**config.mk**
```make
export PLATFORM = sky130hd
export DESIGN_NAME = rx_da_filter
export DESIGN_NICKNAME = d
export VERILOG_FILES = /design/src/rtl/rxf_pkg.sv /design/src/rtl/rxf_mode_regs.sv /design/src/rtl/rxf_collect.sv /design/src/rtl/rxf_decide.sv /design/src/rtl/rx_da_filter.sv
export SDC_FILE = /design/constraint.sdc
export NUM_CORES = 1
export LEC_CHECK = 0
export BUFFER_PORTS_ARGS = -buffer_cell sky130_fd_sc_hd__buf_2
export CAP_MARGIN = 40
export CORE_MARGIN = 2
export CORE_UTILIZATION = 25
export CTS_BUF_LIST = sky130_fd_sc_hd__clkbuf_8
export CTS_CLUSTER_SIZE = 25
export DETAILED_ROUTE_END_ITERATION = 8
export GPL_ROUTABILITY_DRIVEN = 0
export HOLD_SLACK_MARGIN = 0.15
export PLACE_DENSITY = 0.57
export SYNTH_ARGS = -nofsm -noshare
export SYNTH_HDL_FRONTEND = slang
export SYNTH_HIERARCHICAL = 1
export SYNTH_SLANG_ARGS = --single-unit
```
**constraint.sdc**
```tcl
create_clock -name clk -period 4.9 [get_ports clk]
set_input_delay 0.49 -clock clk [delete_from_list [all_inputs] [get_ports clk]]
set_output_delay 0.49 -clock clk [all_outputs]
set_load 0.02 [all_outputs]
```
**src/rtl/rxf_pkg.sv**
```systemverilog
package rxf_pkg;

    typedef enum logic [1:0] {
        MT_REJECT  = 2'b00,
        MT_STATION = 2'b01,
        MT_BCAST   = 2'b10,
        MT_OTHER   = 2'b11
    } match_t;

    typedef struct packed {
        logic promisc;
        logic bcast_off;
        logic phys_off;
    } mode_t;

    typedef struct packed {
        logic sta_hit;
        logic all_ones;
        logic group;
    } cls_t;

    function automatic match_t classify(cls_t c, mode_t m, logic mc_all);
        match_t r;
        if (m.promisc)
            r = MT_OTHER;
        else if (c.all_ones)
            r = m.bcast_off ? MT_REJECT : MT_BCAST;
        else if (c.group)
            r = mc_all ? MT_OTHER : MT_REJECT;
        else if (c.sta_hit && !m.phys_off)
            r = MT_STATION;
        else
            r = MT_REJECT;
        return r;
    endfunction

endpackage

```
**src/rtl/rxf_mode_regs.sv**
```systemverilog
module rxf_mode_regs
    import rxf_pkg::*;
(
    input  logic  clk,
    input  logic  rst,
    input  logic  soft_rst,
    input  logic  ctrl_halted,
    input  logic  mode_wr,
    input  mode_t wr_mode,
    output mode_t mode_q
);
    mode_t mode_d;

    always_comb begin
        mode_d = mode_q;
        if (mode_wr && ctrl_halted)
            mode_d = wr_mode;
        if (soft_rst)
            mode_d.bcast_off = 1'b0;
    end

    always_ff @(posedge clk) begin
        if (rst)
            mode_q <= '0;
        else
            mode_q <= mode_d;
    end

    assert_wr_gate_R9: assert property (@(posedge clk) disable iff (rst)
        (!$past(ctrl_halted) && !$past(soft_rst) && !$past(rst)) |-> $stable(mode_q));

    assert_soft_clear_R10: assert property (@(posedge clk) disable iff (rst)
        $past(soft_rst) |-> (!mode_q.bcast_off
                             && mode_q.promisc == $past(mode_d.promisc)));

endmodule

```
**src/rtl/rxf_collect.sv**
```systemverilog
module rxf_collect
    import rxf_pkg::*;
#(
    parameter int BYTES = 6,
    parameter int BW    = 8
) (
    input  logic                clk,
    input  logic                rst,
    input  logic                byte_vld,
    input  logic                sof,
    input  logic [BW-1:0]       byte_data,
    input  logic [BYTES*BW-1:0] station_addr,
    output logic                fin,
    output cls_t                cls
);
    localparam int IDX_W = (BYTES > 1) ? $clog2(BYTES) : 1;
    localparam logic [IDX_W-1:0] LAST = IDX_W'(BYTES - 1);

    logic             active;
    logic [IDX_W-1:0] cnt;
    logic             sta_run_q, ones_run_q, group_q;

    logic [BYTES-1:0] lane_eq;
    logic             take, first;
    logic [IDX_W-1:0] pos;
    logic             sta_run, ones_run;

    for (genvar i = 0; i < BYTES; i++) begin : g_lane
        assign lane_eq[i] = (byte_data == station_addr[i*BW +: BW]);
    end

    always_comb begin
        first    = byte_vld && sof;
        take     = byte_vld && (sof || active);
        pos      = first ? '0 : cnt;
        sta_run  = first ? 1'b1 : sta_run_q;
        ones_run = first ? 1'b1 : ones_run_q;
        cls.sta_hit  = sta_run && lane_eq[pos];
        cls.all_ones = ones_run && (&byte_data);
        cls.group    = first ? byte_data[0] : group_q;
        fin          = take && (pos == LAST);
    end

    always_ff @(posedge clk) begin
        if (rst) begin
            active     <= 1'b0;
            cnt        <= '0;
            sta_run_q  <= 1'b0;
            ones_run_q <= 1'b0;
            group_q    <= 1'b0;
        end else if (take) begin
            active     <= !fin;
            cnt        <= fin ? '0 : pos + IDX_W'(1);
            sta_run_q  <= cls.sta_hit;
            ones_run_q <= cls.all_ones;
            group_q    <= cls.group;
        end
    end

    assert_pos_range_R2: assert property (@(posedge clk) disable iff (rst)
        active |-> (cnt != '0 && cnt <= LAST));

endmodule

```
**src/rtl/rxf_decide.sv**
```systemverilog
module rxf_decide
    import rxf_pkg::*;
(
    input  logic   clk,
    input  logic   rst,
    input  logic   fin,
    input  cls_t   cls,
    input  mode_t  mode,
    input  logic   mc_all,
    output logic   done,
    output logic   accept,
    output match_t mtype
);
    match_t verdict;

    always_comb verdict = classify(cls, mode, mc_all);

    always_ff @(posedge clk) begin
        if (rst) begin
            done   <= 1'b0;
            accept <= 1'b0;
            mtype  <= MT_REJECT;
        end else begin
            done <= fin;
            if (fin) begin
                accept <= (verdict != MT_REJECT);
                mtype  <= verdict;
            end
        end
    end

    assert_done_single_R2: assert property (@(posedge clk) disable iff (rst)
        done |=> !done);

endmodule

```
**src/rtl/rx_da_filter.sv**
```systemverilog
module rx_da_filter
    import rxf_pkg::*;
#(
    parameter int ADDR_BYTES = 6,
    parameter int BYTE_W     = 8,
    localparam int ADDR_W    = ADDR_BYTES * BYTE_W
) (
    input  logic              clk,
    input  logic              rst,
    input  logic              soft_rst,
    input  logic              ctrl_halted,
    input  logic              mode_wr,
    input  logic              wr_promisc,
    input  logic              wr_bcast_off,
    input  logic              wr_phys_off,
    input  logic              mcast_all,
    input  logic [ADDR_W-1:0] station_addr,
    input  logic              sof,
    input  logic              byte_vld,
    input  logic [BYTE_W-1:0] byte_data,
    output logic              done,
    output logic              accept,
    output logic [1:0]        match_type
);
    mode_t  wr_mode, mode_q;
    cls_t   cls;
    logic   fin;
    match_t mtype;

    assign wr_mode    = '{promisc: wr_promisc, bcast_off: wr_bcast_off, phys_off: wr_phys_off};
    assign match_type = mtype;

    rxf_mode_regs u_mode (
        .clk         (clk),
        .rst         (rst),
        .soft_rst    (soft_rst),
        .ctrl_halted (ctrl_halted),
        .mode_wr     (mode_wr),
        .wr_mode     (wr_mode),
        .mode_q      (mode_q)
    );

    rxf_collect #(.BYTES(ADDR_BYTES), .BW(BYTE_W)) u_collect (
        .clk          (clk),
        .rst          (rst),
        .byte_vld     (byte_vld),
        .sof          (sof),
        .byte_data    (byte_data),
        .station_addr (station_addr),
        .fin          (fin),
        .cls          (cls)
    );

    rxf_decide u_decide (
        .clk    (clk),
        .rst    (rst),
        .fin    (fin),
        .cls    (cls),
        .mode   (mode_q),
        .mc_all (mcast_all),
        .done   (done),
        .accept (accept),
        .mtype  (mtype)
    );

    assert_done_after_byte_R2: assert property (@(posedge clk) disable iff (rst)
        !$past(byte_vld) |-> !done);

    assert_promisc_code_R5: assert property (@(posedge clk) disable iff (rst)
        (done && $past(mode_q.promisc)) |-> (match_type == 2'b11 && accept));

    assert_bcast_block_R4: assert property (@(posedge clk) disable iff (rst)
        (done && !$past(mode_q.promisc) && $past(mode_q.bcast_off)) |-> (match_type != 2'b10));

    assert_phys_block_R6: assert property (@(posedge clk) disable iff (rst)
        (done && !$past(mode_q.promisc) && $past(mode_q.phys_off)) |-> (match_type != 2'b01));

    assert_accept_code_R12: assert property (@(posedge clk) disable iff (rst)
        accept == (match_type != 2'b00));

endmodule

```
---- Yosys cells after proc, flatten, opt, wreduce, memory -nomap -nowiden ----
Index checks and enable logic that the tools add are counted.
Widths: inputs -> output; s select.
operators by class
  add/subtract/negate cells ............... 1
  magnitude comparators ................... 1
  eq/ne operators ......................... 7
  multiplexer cells ....................... 13
  reduce and logical (&&, ||, !) cells .... 13
operators with widths
  kind                 count
  $eq 8x8->1           6
  $mux 2               5
  $reduce_and 8->1     1
  $logic_and 1x1->1    7
  $mux 3               2
  $mux 1               5
  $lt 3x4->1 const B   1
  $add 3x1->3 const B  1
  $bmux 1 s3           1
  $eq 3x3->1 const B   1
  $logic_not 1->1      2
  $reduce_bool 2->1    1
  $reduce_or 2->1      1
  $logic_or 1x1->1     1
word-level totals
  register bits after elaboration ......... 14
  input port bits ......................... 67
  output and inout bits ................... 4
  logic and storage cells ................. 46

---- Longest topological paths before layout ----
  depth in word-level cells ............... 11
  depth in mapped cells ................... 9
  mapped depth without buffers ............ 8

---- Cells and area by module ----
Netlist, hierarchy kept.
by module, submodules not included
  module         instances  cells an instance  area each (um2)
  rxf_collect    1          127                1033.5
  rxf_decide     1          17                 163.9
  rxf_mode_regs  1          12                 127.6

---- Least setup slack after synthesis ----
Ideal clock, no wire load.
  path kind ............................... input port to flip-flop
  start ................................... in byte_data[7]
  end ..................................... reg u_decide.accept
  library setup time ...................... 0.078 ns
  arrival ................................. 2.102 ns
  setup slack ............................. 2.720 ns
  cell stages on the path ................. 9
  buffers on the path ..................... 1
  path through ............................ buf_4 xnor2_1 nand4_1 or4_1 and3_4 nor3_1 nor4b_2 nor4_1 nor3_1
RTL lines
  item                    RTL line            RTL
  start: declaration      rx_da_filter.sv:20  input logic [BYTE_W-1:0] byte_data,
  end signal: assignment  rxf_decide.sv:26    accept <= (verdict != MT_REJECT);
  end: declaration        rxf_decide.sv:11    output logic accept,

==> metrics.md <==
| Metric | Value |
|---|---|
| Status | complete, no violations |
| RSZ-0062 raised after global routing | false |
| Post-DP HPWL | 2.966 mm |
| Max Slew Vio Count | 0 |
| Wirelength, routed | 3.655 mm |
| DP Worst Slack | 2.439 ns |
| Initial antenna violation count | 0 |
| Reg clk slew, reported paths | 0.05 ns |
| Post-synthesis sequential area ratio | 21.15% |
| Port Buffers | 70 |
| Global-route usage over all layers | 13.16% |
| Worst slew pin tran | 0.6571 ns |
| Buffers and inverters on the worst path | 1 |
| Yosys warnings | 6 |
| Die H | 76.80 um |
| Layout Nets | 289 |
| Post-CTS setup buffers | 0 |
| Synthesis-stage register bit count | 14 |
| Clock Tree Root | clkbuf_8 |
| Power Total | 312.5 uW |
| Worst-Skew Late Latency | 0.25 ns |
| Initial DRT Pass Iterations | 5 |
| Setup ws final | 2.667 ns |
| # setup viols final | 0 |
| Initial Util | 25.94% |
| First-pass GRT wire length | 6.237 mm |
| Number of fill cells | 567 |
| Wirelength per Cell | 12.69 um |
| Layout cells sized above 1 | 38.07% |
| Hold Vio Cnt, Final | 0 |
| Leak | 0.0006962 uW |
| Area Growth Syn to Fin | 30.12% |
| Switching power | 89.47 uW |
| Hold WC Path Type | input pin to flop |
| Die width | 76.80 um |
| Core box area | 0.005107 mm^2 |
| Cell variety after synth | 38 |
| Syn Area/Cell | 8.494 um^2 |
| Kind of cell adding the most delay to the critical path | simple AND/OR/NAND/NOR gates |
| Multi-input gate area | 953.4 um^2 |
| Gate Count Post-Synth | 156 |
| Clock Skews | 0.006557 ns |
| Via density | 4.566 |
| Ant diodes | 0 |
| EDFF count, synth | 0 |
| Worst Path Arrival | 2.40 ns |
| Min cycle time layout | 2.233 ns |
| Slowest Stage Delay on Critical Path | 0.49 ns |
| Cell Rows | 26 |
| Final period utilization | 45.56% |
| Placed cells | 285 |
| FFs w/ async S/R, synth | 0% |
| Pwr per Cell Area | 181.2 mW/mm^2 |
| Num CTS Buffers | 3 |
| Clock Sinks | 14 |
| Total internal power | 223.0 uW |
| I/O pins | 71 |
| Post-synth top flop | dfxtp_1 |
| Slowest CP cell | or4_1 |
| Register Area | 280.3 um^2 |
| Maxcap violations | 0 |
| CTS H-tree depth | 1 |
| Setup_tns | 0 ns |
| CP cell instances | buf_2 -> xnor2_1 -> nand4_1 -> or4_1 -> and3_4 -> nor3_1 -> nor4b_2 -> nor4_1 -> nor3_1 |
| Vias in the first global route | 1,294 |
| Largest net degree at the start of global routing | 16 |
| Combinational fraction of design power | 32.1% |
| Worst EP required | 5.06 ns |
| Slew Limit Headroom | 55.90% |
| CTS max path bufs | 2 |
| CTS tree | yes |
| Mapped Area | 0.001325 mm^2 |
| Critical path launch point type | input pin |
| Crit Path Max Fanout | 7 |
| Max Fclk | 0.4479 GHz |
| Most frequent CP cell | nor3_1 |
| Post-cts resize count | 0 |
| Finished Layout Cells | 288 |
| Routed Antenna Nets | 0 |
| Sequential share of power | 38.0% |
| Net Count, Synth | 225 |
| Clock power frac | 29.9% |
| WS Path Type | input pin to flop |
| DR vias | 1,315 |
| Global route total overflow | 0 |
| Switching Share | 28.63% |
| Hold Slack | 0.4035 ns |
| Setup crit end kind | flop |
| Peak VDD IR | 0.09026 mV |
| # DRC | 0 |
| Die footprint | 0.005898 mm^2 |
| Hold_buf cts | 0 |
| Number of DRC markers in iteration 0 | 73 |
[state kept, by name, summed over array words and instances (netlist names)]
name,cells
u_collect/active,1
u_collect/cnt,3
u_collect/group_q,1
u_collect/ones_run_q,1
u_collect/sta_run_q,1
u_decide/accept,1
u_decide/done,1
u_decide/mtype,2
u_mode/mode_q,3
[cells in the mapped netlist (all sizes together), types with 2 or more instances]
cell type	count	share of area [%]
xnor2	34	22
nor4	5	2.8
nand3	8	3.0
nand4	10	4.7
or4	2	1.1
a21oi	7	2.6
nand2	3	0.85
nor2b	3	1.4
o21ai	5	1.9
dfxtp	14	21
xor2	14	9.3
inv	3	0.85
buf	10	5.8
a21bo	3	2.3
a211oi	2	1.5
nor2	7	2.0
ha	2	1.9
nor3	10	3.8
[cells in the final DEF (no fill, tap or decap)]
cell      instances
nand2_1           3
o21ai_0           4
a211oi_2          1
nand4_1          10
buf_2            70
nor2_1            7
o41ai_2           1
and3b_1           1
o21ai_1           1
dfxtp_1          14
xor2_1           14
nor4_2            1
nor2b_1           3
nor4b_2           1
nand3_1           8
a21bo_1           1
nor3_1           10
or4_1             2
clkbuf_8          3
a211oi_1          1
or2_2             1
nand2b_1          1
o32ai_1           1
mux2_2            1
mux2i_1           1
nor4_1            4
a21oi_1           7
nor3b_1           1
ha_1              2
a221oi_1          1
a21bo_2           2
xnor2_1          34
a21boi_4          1
nand3b_1          1
inv_1             3
and3_4            1
[per-stage QoR]
step	instance area [um^2]	util, %
detailed placement	1683	32.95
CTS	1724	33.76
global route	1724	33.76
finish	1724	33.76
global placement	1683	32.95
floorplan	1325	-
[worst paths after layout]
check,endpoint,slack (ns),start,cells after the start
setup / recovery,u_decide/accept$_SDFFE_PP0P_,2.67,byte_data[5],9
hold reg to reg,u_decide/accept$_SDFFE_PP0P_,0.48,u_decide/accept$_SDFFE_PP0P_,2
setup reg to reg,u_decide/accept$_SDFFE_PP0P_,2.72,u_collect/cnt[0]$_SDFFE_PP0P_,8
hold / removal,u_mode/mode_q[1]$_SDFFE_PP0P_,0.40,soft_rst,2
[cell families after synthesis]
family / Yosys count / share of synthesized area [%]
simple gates: 55 / 24.46
xor+xnor: 48 / 31.73
compound gates: 21 / 12.28
buf+inv: 14 / 6.893
flops: 14 / 21.15
mux: 2 / 1.605
fa+ha+maj: 2 / 1.888
[layout make-up]
class,instances,area share [%]
Multi-Input combinational cell,128,55.30
Tap cell,70,5.080
Timing Repair Buffer,70,20.32
Clock buffer,3,2.395
Inverter,3,0.6531
Sequential cell,14,16.26
[power groups by stage]
stage	registers, uW	logic (uW)	clock network (uW)
floorplan	120	64.1	0
global placement	121	100	0
detailed placement	121	101	0
CTS	119	101	99.0
global route	119	111	103
finish	119	100	93.5
[per-layer routing]
layer  vias up  share of wire, %  GRT usage [%]  routed length [um]
li1        672                 -              -                   -
met4         0               1.1          4.000                  41
met2        46                47          20.70                1710
met3         4               5.9          3.176                 214
met1       593                46          17.71                1689
met5         -                 0              0                   0
(Power assumes the default switching activity.)
